<file path="config.mk">
export PLATFORM = sky130hd
export DESIGN_NAME = mon_entry_remap
export DESIGN_NICKNAME = d
export VERILOG_FILES = /design/src/rtl/mon_pkg.sv /design/src/rtl/mon_mode_latch.sv /design/src/rtl/mon_vec_remap.sv /design/src/rtl/mon_rom_decode.sv /design/src/rtl/mon_entry_remap.sv
export SDC_FILE = /design/constraint.sdc
export NUM_CORES = 1
export LEC_CHECK = 0
export ABC_AREA = 1
export BUFFER_PORTS_ARGS = -buffer_cell sky130_fd_sc_hd__buf_2
export CORE_AREA = 2 2 39 41
export CTS_BUF_LIST = sky130_fd_sc_hd__clkbuf_8
export CTS_CLUSTER_SIZE = 24
export DETAILED_ROUTE_END_ITERATION = 10
export DIE_AREA = 0 0 41 43
export PLACE_DENSITY = 0.7
export SKIP_LAST_GASP = 1
export SLEW_MARGIN = 20
export SYNTH_ARGS = -nofsm -noshare
export SYNTH_HDL_FRONTEND = slang
export SYNTH_HIERARCHICAL = 1
export SYNTH_SLANG_ARGS = --single-unit
</file>
<file path="constraint.sdc">
create_clock -name clk -period 2 [get_ports clk]
set_clock_uncertainty 0.15 [all_clocks]
set_input_delay 0.4 -clock clk [delete_from_list [all_inputs] [get_ports clk]]
set_output_delay 0.4 -clock clk [all_outputs]
set_load 0.02 [all_outputs]
</file>
<file path="src/rtl/mon_pkg.sv">
package mon_pkg;

    localparam int ADDR_W = 16;
    localparam int PAGE_W = ADDR_W / 2;

    typedef enum logic {
        MODE_USER = 1'b0,
        MODE_MON  = 1'b1
    } mode_e;

    typedef struct packed {
        logic [PAGE_W-1:0] page;
        logic [PAGE_W-1:0] offset;
    } bus_addr_t;

    function automatic logic in_span(input logic [ADDR_W-1:0] a,
                                     input logic [ADDR_W-1:0] lo,
                                     input logic [ADDR_W-1:0] hi);
        return (a >= lo) && (a <= hi);
    endfunction

    function automatic logic in_vec_window(input bus_addr_t a,
                                           input logic [PAGE_W-1:0] page,
                                           input logic [PAGE_W-1:0] low_offset);
        return (a.page == page) && (a.offset >= low_offset);
    endfunction

endpackage

</file>
<file path="src/rtl/mon_mode_latch.sv">
module mon_mode_latch
    import mon_pkg::*;
#(
    parameter int               STRAP_W   = 3,
    parameter logic [STRAP_W-1:0] MON_STRAP = 3'b101
) (
    input  logic               clk,
    input  logic               rst,
    input  logic               rst_pin_n,
    input  logic               irq_hv,
    input  logic [STRAP_W-1:0] straps,
    input  logic               swi_exec,
    output mode_e              mode
);

    logic [STRAP_W-1:0] bit_ok;
    logic               strap_match;
    logic               pin_q;
    logic               release_edge;
    mode_e              mode_q;

    generate
        for (genvar i = 0; i < STRAP_W; i++) begin : g_strap_cmp
            assign bit_ok[i] = (straps[i] == MON_STRAP[i]);
        end
    endgenerate

    assign strap_match  = &bit_ok;
    assign release_edge = rst_pin_n && !pin_q;

    always_ff @(posedge clk) begin
        if (rst) begin
            pin_q  <= 1'b0;
            mode_q <= MODE_USER;
        end else begin
            pin_q <= rst_pin_n;
            if (!rst_pin_n) begin
                mode_q <= MODE_USER;
            end else if (release_edge) begin
                mode_q <= ((strap_match && irq_hv) || swi_exec) ? MODE_MON : MODE_USER;
            end else if (swi_exec) begin
                mode_q <= MODE_MON;
            end
        end
    end

    assign mode = mode_q;

    assert_pin_forces_user_R1: assert property (@(posedge clk) disable iff (rst)
        !rst_pin_n |=> (mode_q == MODE_USER));

    assert_mode_held_R3: assert property (@(posedge clk) disable iff (rst)
        (rst_pin_n && pin_q && !swi_exec) |=> $stable(mode_q));

    assert_swi_enters_R4: assert property (@(posedge clk) disable iff (rst)
        (rst_pin_n && swi_exec) |=> (mode_q == MODE_MON));

endmodule

</file>
<file path="src/rtl/mon_vec_remap.sv">
module mon_vec_remap
    import mon_pkg::*;
#(
    parameter logic [PAGE_W-1:0] USER_VEC_PAGE = 8'hFF,
    parameter logic [PAGE_W-1:0] MON_VEC_PAGE  = 8'hFE,
    parameter logic [PAGE_W-1:0] VEC_WIN_LO    = 8'hFC
) (
    input  mode_e             mode,
    input  logic              vec_fetch,
    input  logic [ADDR_W-1:0] addr_in,
    output logic [ADDR_W-1:0] addr_out
);

    bus_addr_t a_in;
    bus_addr_t a_out;
    logic      redirect;

    assign a_in     = bus_addr_t'(addr_in);
    assign redirect = (mode == MODE_MON) && vec_fetch
                      && in_vec_window(a_in, USER_VEC_PAGE, VEC_WIN_LO);

    always_comb begin
        a_out = a_in;
        if (redirect) begin
            a_out.page = MON_VEC_PAGE;
        end
    end

    assign addr_out = a_out;

endmodule

</file>
<file path="src/rtl/mon_rom_decode.sv">
module mon_rom_decode
    import mon_pkg::*;
#(
    parameter logic [ADDR_W-1:0] ROM_LO = 16'hFE10,
    parameter logic [ADDR_W-1:0] ROM_HI = 16'hFEFF
) (
    input  mode_e             mode,
    input  logic [ADDR_W-1:0] addr,
    output logic              sel
);

    assign sel = (mode == MODE_MON) && in_span(addr, ROM_LO, ROM_HI);

endmodule

</file>
<file path="src/rtl/mon_entry_remap.sv">
module mon_entry_remap
    import mon_pkg::*;
#(
    parameter int                 STRAP_W       = 3,
    parameter logic [STRAP_W-1:0] MON_STRAP     = 3'b101,
    parameter logic [7:0]         USER_VEC_PAGE = 8'hFF,
    parameter logic [7:0]         MON_VEC_PAGE  = 8'hFE,
    parameter logic [7:0]         VEC_WIN_LO    = 8'hFC,
    parameter logic [15:0]        ROM_LO        = 16'hFE10,
    parameter logic [15:0]        ROM_HI        = 16'hFEFF
) (
    input  logic               clk,
    input  logic               rst,
    input  logic               rst_pin_n,
    input  logic               irq_hv,
    input  logic [STRAP_W-1:0] strap_pins,
    input  logic               swi_exec,
    input  logic [15:0]        cpu_addr,
    input  logic               vec_fetch,
    output logic               mon_mode,
    output logic [15:0]        mapped_addr,
    output logic               mon_rom_sel,
    output logic               wdog_disable,
    output logic               clk_sel_xtal
);

    mode_e mode;

    mon_mode_latch #(
        .STRAP_W  (STRAP_W),
        .MON_STRAP(MON_STRAP)
    ) u_latch (
        .clk      (clk),
        .rst      (rst),
        .rst_pin_n(rst_pin_n),
        .irq_hv   (irq_hv),
        .straps   (strap_pins),
        .swi_exec (swi_exec),
        .mode     (mode)
    );

    mon_vec_remap #(
        .USER_VEC_PAGE(USER_VEC_PAGE),
        .MON_VEC_PAGE (MON_VEC_PAGE),
        .VEC_WIN_LO   (VEC_WIN_LO)
    ) u_remap (
        .mode     (mode),
        .vec_fetch(vec_fetch),
        .addr_in  (cpu_addr),
        .addr_out (mapped_addr)
    );

    mon_rom_decode #(
        .ROM_LO(ROM_LO),
        .ROM_HI(ROM_HI)
    ) u_rom (
        .mode(mode),
        .addr(mapped_addr),
        .sel (mon_rom_sel)
    );

    assign mon_mode     = (mode == MODE_MON);
    assign wdog_disable = (mode == MODE_MON);
    assign clk_sel_xtal = (mode == MODE_MON);

    assert_passthrough_R7: assert property (@(posedge clk) disable iff (rst)
        (!vec_fetch || !mon_mode) |-> (mapped_addr == cpu_addr));

    assert_reset_vec_R5: assert property (@(posedge clk) disable iff (rst)
        (mon_mode && vec_fetch && cpu_addr == {USER_VEC_PAGE, 8'hFE})
        |-> (mapped_addr == {MON_VEC_PAGE, 8'hFE}));

    assert_rom_sel_mode_R8: assert property (@(posedge clk) disable iff (rst)
        mon_rom_sel |-> mon_mode);

endmodule

</file>
# ---- Yosys cells after proc, flatten, opt, wreduce, memory -nomap -nowiden
# Cells that the tools add are included.
dict set report word_totals {
  reg_bits 2
  latchBits 0
  mem_bits_rw 0
  mem_bits_ro 0
  input_bits 25
  out_inout_bits 20
  mem_count 0
}
dict set report op_classes {
  addsub 0
  mul 0
  div 0
  n_lt_le_gt_ge 3
  n_eq_ne 1
  n_shift 0
  mux 4
  n_bitwise 2
  reduce_logical 12
}
# operator n
set ops {}
lappend ops {{16-bit greater-or-equal comparator (second input constant)} 1}
lappend ops {{16-bit <= comparator (second input constant)} 1}
lappend ops {{8-bit == test (second input constant)} 1}
lappend ops {{8-bit greater-or-equal comparator (second input constant)} 1}
lappend ops {{8-bit two-way mux} 1}
lappend ops {{1-bit logical AND} 7}
lappend ops {{1-bit two-way mux} 3}
lappend ops {{3-bit AND reduction} 1}
lappend ops {{1-bit NOT} 2}
lappend ops {{2-bit nonzero test} 1}
lappend ops {{2-bit OR reduction} 1}
lappend ops {{1-bit logical NOT} 1}
lappend ops {{1-bit logical OR} 1}

# ---- Logic depth before layout (Yosys ltp)
dict set report logic_depth {
  ltp_word 7
  mapped_depth 10
}

# ---- Hierarchy
# The synthesis kept the hierarchy.
# mod instances cells_per_inst area_each_um2
set by_module_without_submodules {}
lappend by_module_without_submodules {mon_vec_remap 1 32 150.1}
lappend by_module_without_submodules {mon_mode_latch 1 15 100.1}
lappend by_module_without_submodules {mon_rom_decode 1 16 70.1}
lappend by_module_without_submodules {mon_entry_remap 1 2 15.0}

# ---- Least setup slack after synthesis
# Ideal clock, no wire load.
dict set report synth_timing {
  kind {register -> output}
  from {register u_latch.mode_q (netlist: u_latch/mode)}
  to {output mon_rom_sel}
  arrival_ps 1481
  t_required_ps 1450
  setup_slack_ps -31
  stages_incl_launch_ff 11
  path_buffers 0
  cell_sequence {dfxtp_1 nand2_1 nor2_1 nand2_1 nor2_1 nor2_1 inv_1 nand2_1 nor2_2 nand3_1 nor2_1}
}
dict set report synth_between {
  elab_chain_cells 6
  elab_cells_between_ends 7
  cone_classes {order compare (2); mux (1); reduce/logical (4)}
}
# item line_no
set synth_rtl {}
lappend synth_rtl {{start, declared} mon_mode_latch.sv:20} ;# mode_e mode_q;
lappend synth_rtl {{start signal, assigned} mon_mode_latch.sv:40} ;# mode_q <= ((strap_match && irq_hv) || swi_exec) ? MODE_MON : MODE_USER;
lappend synth_rtl {{1-bit logical AND (*)} mon_vec_remap.sv:19} ;# assign redirect = (mode == MODE_MON) && vec_fetch
lappend synth_rtl {{1-bit logical AND (*)} mon_vec_remap.sv:20} ;# && in_vec_window(a_in, USER_VEC_PAGE, VEC_WIN_LO);
lappend synth_rtl {{8-bit two-way mux (*)} mon_vec_remap.sv:24} ;# if (redirect) begin
lappend synth_rtl {{net mapped_addr[8]} mon_entry_remap.sv:21} ;# output logic [15:0] mapped_addr,
lappend synth_rtl {{16-bit greater-or-equal comparator or 16-bit <= comparator (tied branches)} mon_pkg.sv:19} ;# return (a >= lo) && (a <= hi);
lappend synth_rtl {{1-bit logical AND (*)} mon_pkg.sv:19}
lappend synth_rtl {{1-bit logical AND (*)} mon_rom_decode.sv:12} ;# assign sel = (mode == MODE_MON) && in_span(addr, ROM_LO, ROM_HI);
lappend synth_rtl {{end, declared} mon_entry_remap.sv:22} ;# output logic mon_rom_sel,
# Mark *: on every way through the listed nets, which the timed path passes. The rest lies on a longest branch.

# ---- Worst setup path after layout
dict set report layout_timing {
  from {register u_latch.mode_q (netlist: u_latch/mode)}
  to {output mon_rom_sel}
}
dict set report layout_between {
  elab_chain_cells 6
  elab_cells_between_ends 7
  cone_classes {order compare (2); mux (1); reduce/logical (4)}
}
# item line_no
set layout_rtl {}
lappend layout_rtl {{1-bit logical AND} mon_vec_remap.sv:19}
lappend layout_rtl {{1-bit logical AND} mon_vec_remap.sv:20}
lappend layout_rtl {{8-bit two-way mux} mon_vec_remap.sv:24}
lappend layout_rtl {{16-bit greater-or-equal comparator or 16-bit <= comparator (tied branches)} mon_pkg.sv:19}
lappend layout_rtl {{1-bit logical AND} mon_pkg.sv:19}
lappend layout_rtl {{1-bit logical AND (*)} mon_rom_decode.sv:12}
# Mark *: on every way between the ends. The rest lies on a longest branch, timed or not.

==> results.md <==
- Worst Path Max Fanout: 3
- Slowest stage delay, CP: 0.32 ns
- Vias in the first global route: 330
- Clk slew on worst S/H paths: 0.03 ns
- Hold depth: 2
- First-pass GRT wire length: 1028 µm
- Pleak: 0.3195 nW
- Synthesized flop and latch total: 2
- Period utilization: 0.9402
- Synth unique cells: 11
- Hold_ws: 0.2121 ns
- Core Rows: 14
- Slew @ Worst Pin: 0.1621 ns
- Max-Cap Viols: 0
- Mapped cell area: 335.3 µm²
- R2R depth: 3
- Layout Nets: 120
- H-tree depth: 1
- Flop pwr share: 0.151
- Hold Path End: u_latch/pin_q
- Slowest-stage cell, CP: dfxtp_1
- Startpoint types: register
- Initial Util: 0.2423
- # diodes: 0
- Synthesized area per cell: 5.159 µm²
- Final hold violation count: 0
- Worst slew margin relative to its limit: 0.8915
- Cells after Synth: 65
- Tmin final: 1.880 ns
- Share of cells above drive strength 1: 0.5699
- IO buf count: 40
- Total gr overflow: 0
- Switching power share of the total: 0.2782
- Root buf cell: clkbuf_8
- DR DRC count: 0
- RR Endpoint: u_latch/mode
- CORE AREA: 1384 µm²
- RSZ-0062 raised after global routing: yes
- Peak supply drop: 0.4144 mV
- Antenna viol nets, final: 0
- Max Clk Rate: 531.8 MHz
- Post-Place Cells: 106
- Final Non-Filler Cells: 109
- Die width: 41 µm
- Post-route cell area: 519.2 µm²
- Largest area contributor in the netlist: buf_4
- Buf+Inv Stages, Crit Path: 2
- Top post-synthesis cells by area: buf_4, nand2_1, dfxtp_1
- GRT Overall Usage: 0.08208
- CP top delay family: simple AND/OR/NAND/NOR gates
- P per Cell Area: 552.7 nW/µm²
- Antenna violations before repair: 0
- Syn Nets: 90
- Total Routed Length: 730 µm
- CTS max path bufs: 2
- Synth top area share: 0.2239
- Routed length per instance: 6.697 µm
- Die Span Y: 43 µm
- Pin count of the biggest net entering global routing: 6
- DP Area: 471.7 µm²
- Clock network power share: 0.534
- Crit Path Class: reg2out
- Synth warn: 6
- Worst min path class: in2reg
- Clk_lat worst skew: 0.20 ns
- Vias per cell: 3.872
- Dpl hpwl: 665.1 µm
- Cells along the critical path: nand2_1, nor2_1, nand2_1, nor2_1, nor2_1, inv_1, nand2_1, nor2_2, nand3_1, nor2_2, buf_6
- Sw power: 0.07983 mW
- # IOs: 45
- Vias: 422
- 1st-pass router iterations: 2
- Reg2Reg Setup Slack: 1.09 ns
- Hold Startpoint: rst
- Hold-fix buffers, CTS: 0
- Die ar.: 1763 µm²
- Sequential share of the synthesized area: 0.1194
- Total CTS buffers: 3
- CTS tree: built
- Crit Reg-Reg Startpoint: u_latch/mode
- Pint: 0.2072 mW
- Layout area overhead: 54.85%
- Status: complete, no violations
- CTS Sinks: 2
- Combinational power share: 0.315
- Crit path arrival time: 1.33 ns
- CP Capture Type: output pin
- DRT iter0 DRCs: 2
- Worst EP required: 1.45 ns
- # setup viols final: 0
- Final RePlAce weighted congestion: 0.6117
- Final Max Tran Viols: 0
[synthesized netlist by cell type]
| cell | count |
|---|---|
| nor2_2 | 5 |
| a21oi_1 | 3 |
| clkbuf_1 | 7 |
| inv_1 | 9 |
| nand2_2 | 1 |
| nand3_1 | 2 |
| dfxtp_1 | 2 |
| inv_2 | 1 |
| nand2_1 | 17 |
| nor2_1 | 8 |
| buf_4 | 10 |
[metrics by stage]
stage               utilization  TNS [ns]  total power, mW  setup WS [ns]
floorplan                     -         0           0.1112        0.03388
global placement         0.3409         0           0.1344        0.05072
detailed placement       0.3409         0           0.1354        0.06108
CTS                      0.3707         0           0.2937        0.03227
global route             0.3752  -0.01046           0.3065       -0.01046
finish                   0.3752         0           0.2870         0.1196
[layer usage]
layer / share of wire / global-route usage
met1: 0.33 / 0.06369
met2: 0.51 / 0.1656
met3: 0.15 / 0.01571
met4: 0 / 0.04000
met5: 0 / 0
[registers in the layout (all words and copies together) (netlist names)]
| signal | count |
|---|---|
| u_latch/mode | 1 |
| u_latch/pin_q | 1 |
[worst max path at each step]
stage / startpoint / end / slack, ns / cells past startpoint
after floorplan: u_latch/mode / mon_rom_sel / 0.03 / 10
after detailed placement: cpu_addr[13] / mon_rom_sel / 0.06 / 12
after CTS: u_latch/mode / mon_rom_sel / 0.03 / 11
after global routing: cpu_addr[6] / mon_rom_sel / -0.01 / 12
after global placement: cpu_addr[13] / mon_rom_sel / 0.05 / 12
final: u_latch/mode / mon_rom_sel / 0.12 / 11
[kinds of logic (layout without fill, tap and decap cells)]
| group | after synthesis | in the layout | synth area share |
|---|---|---|---|
| flip-flops | 2 | 2 | 0.1194 |
| AO/OA/AOI/OAI | 3 | 3 | 0.04476 |
| buffers and inverters | 27 | 55 | 0.4142 |
| AND/OR/NAND/NOR | 33 | 33 | 0.4217 |
[timing repair]
action | 4_1_cts | 5_1_grt
setup endpoints to repair | 0 | 1
buffers inserted | 0 | 0
resized for setup | 0 | 2
[cells in the final DEF, fill, tap and decap left out]
master,n
buf_6,1
nand3_1,2
inv_2,1
inv_1,9
buf_4,2
nor2_1,7
nor2_2,6
nand2_1,17
buf_2,39
nand2_2,1
a21oi_1,3
clkbuf_8,3
dfxtp_1,2
[power groups by stage]
| stage | Clock (mW) | Combinational, mW | Sequential, mW |
|---|---|---|---|
| after floorplan | 0 | 0.0655 | 0.0457 |
| after global placement | 0 | 0.0905 | 0.0439 |
| after detailed placement | 0 | 0.0915 | 0.0440 |
| after CTS | 0.158 | 0.0917 | 0.0435 |
| after global routing | 0.162 | 0.101 | 0.0437 |
| final | 0.153 | 0.0903 | 0.0435 |
[final cells by class]
class | count | area, µm²
fillers | 168 | 864.6
repair buffers | 42 | 221.5
multi-input cells | 36 | 158.9
clock buffers | 3 | 41.29
flip-flops and latches | 2 | 40.04
inverters | 10 | 37.54
well taps | 16 | 20.02
(Power assumes the default switching activity.)
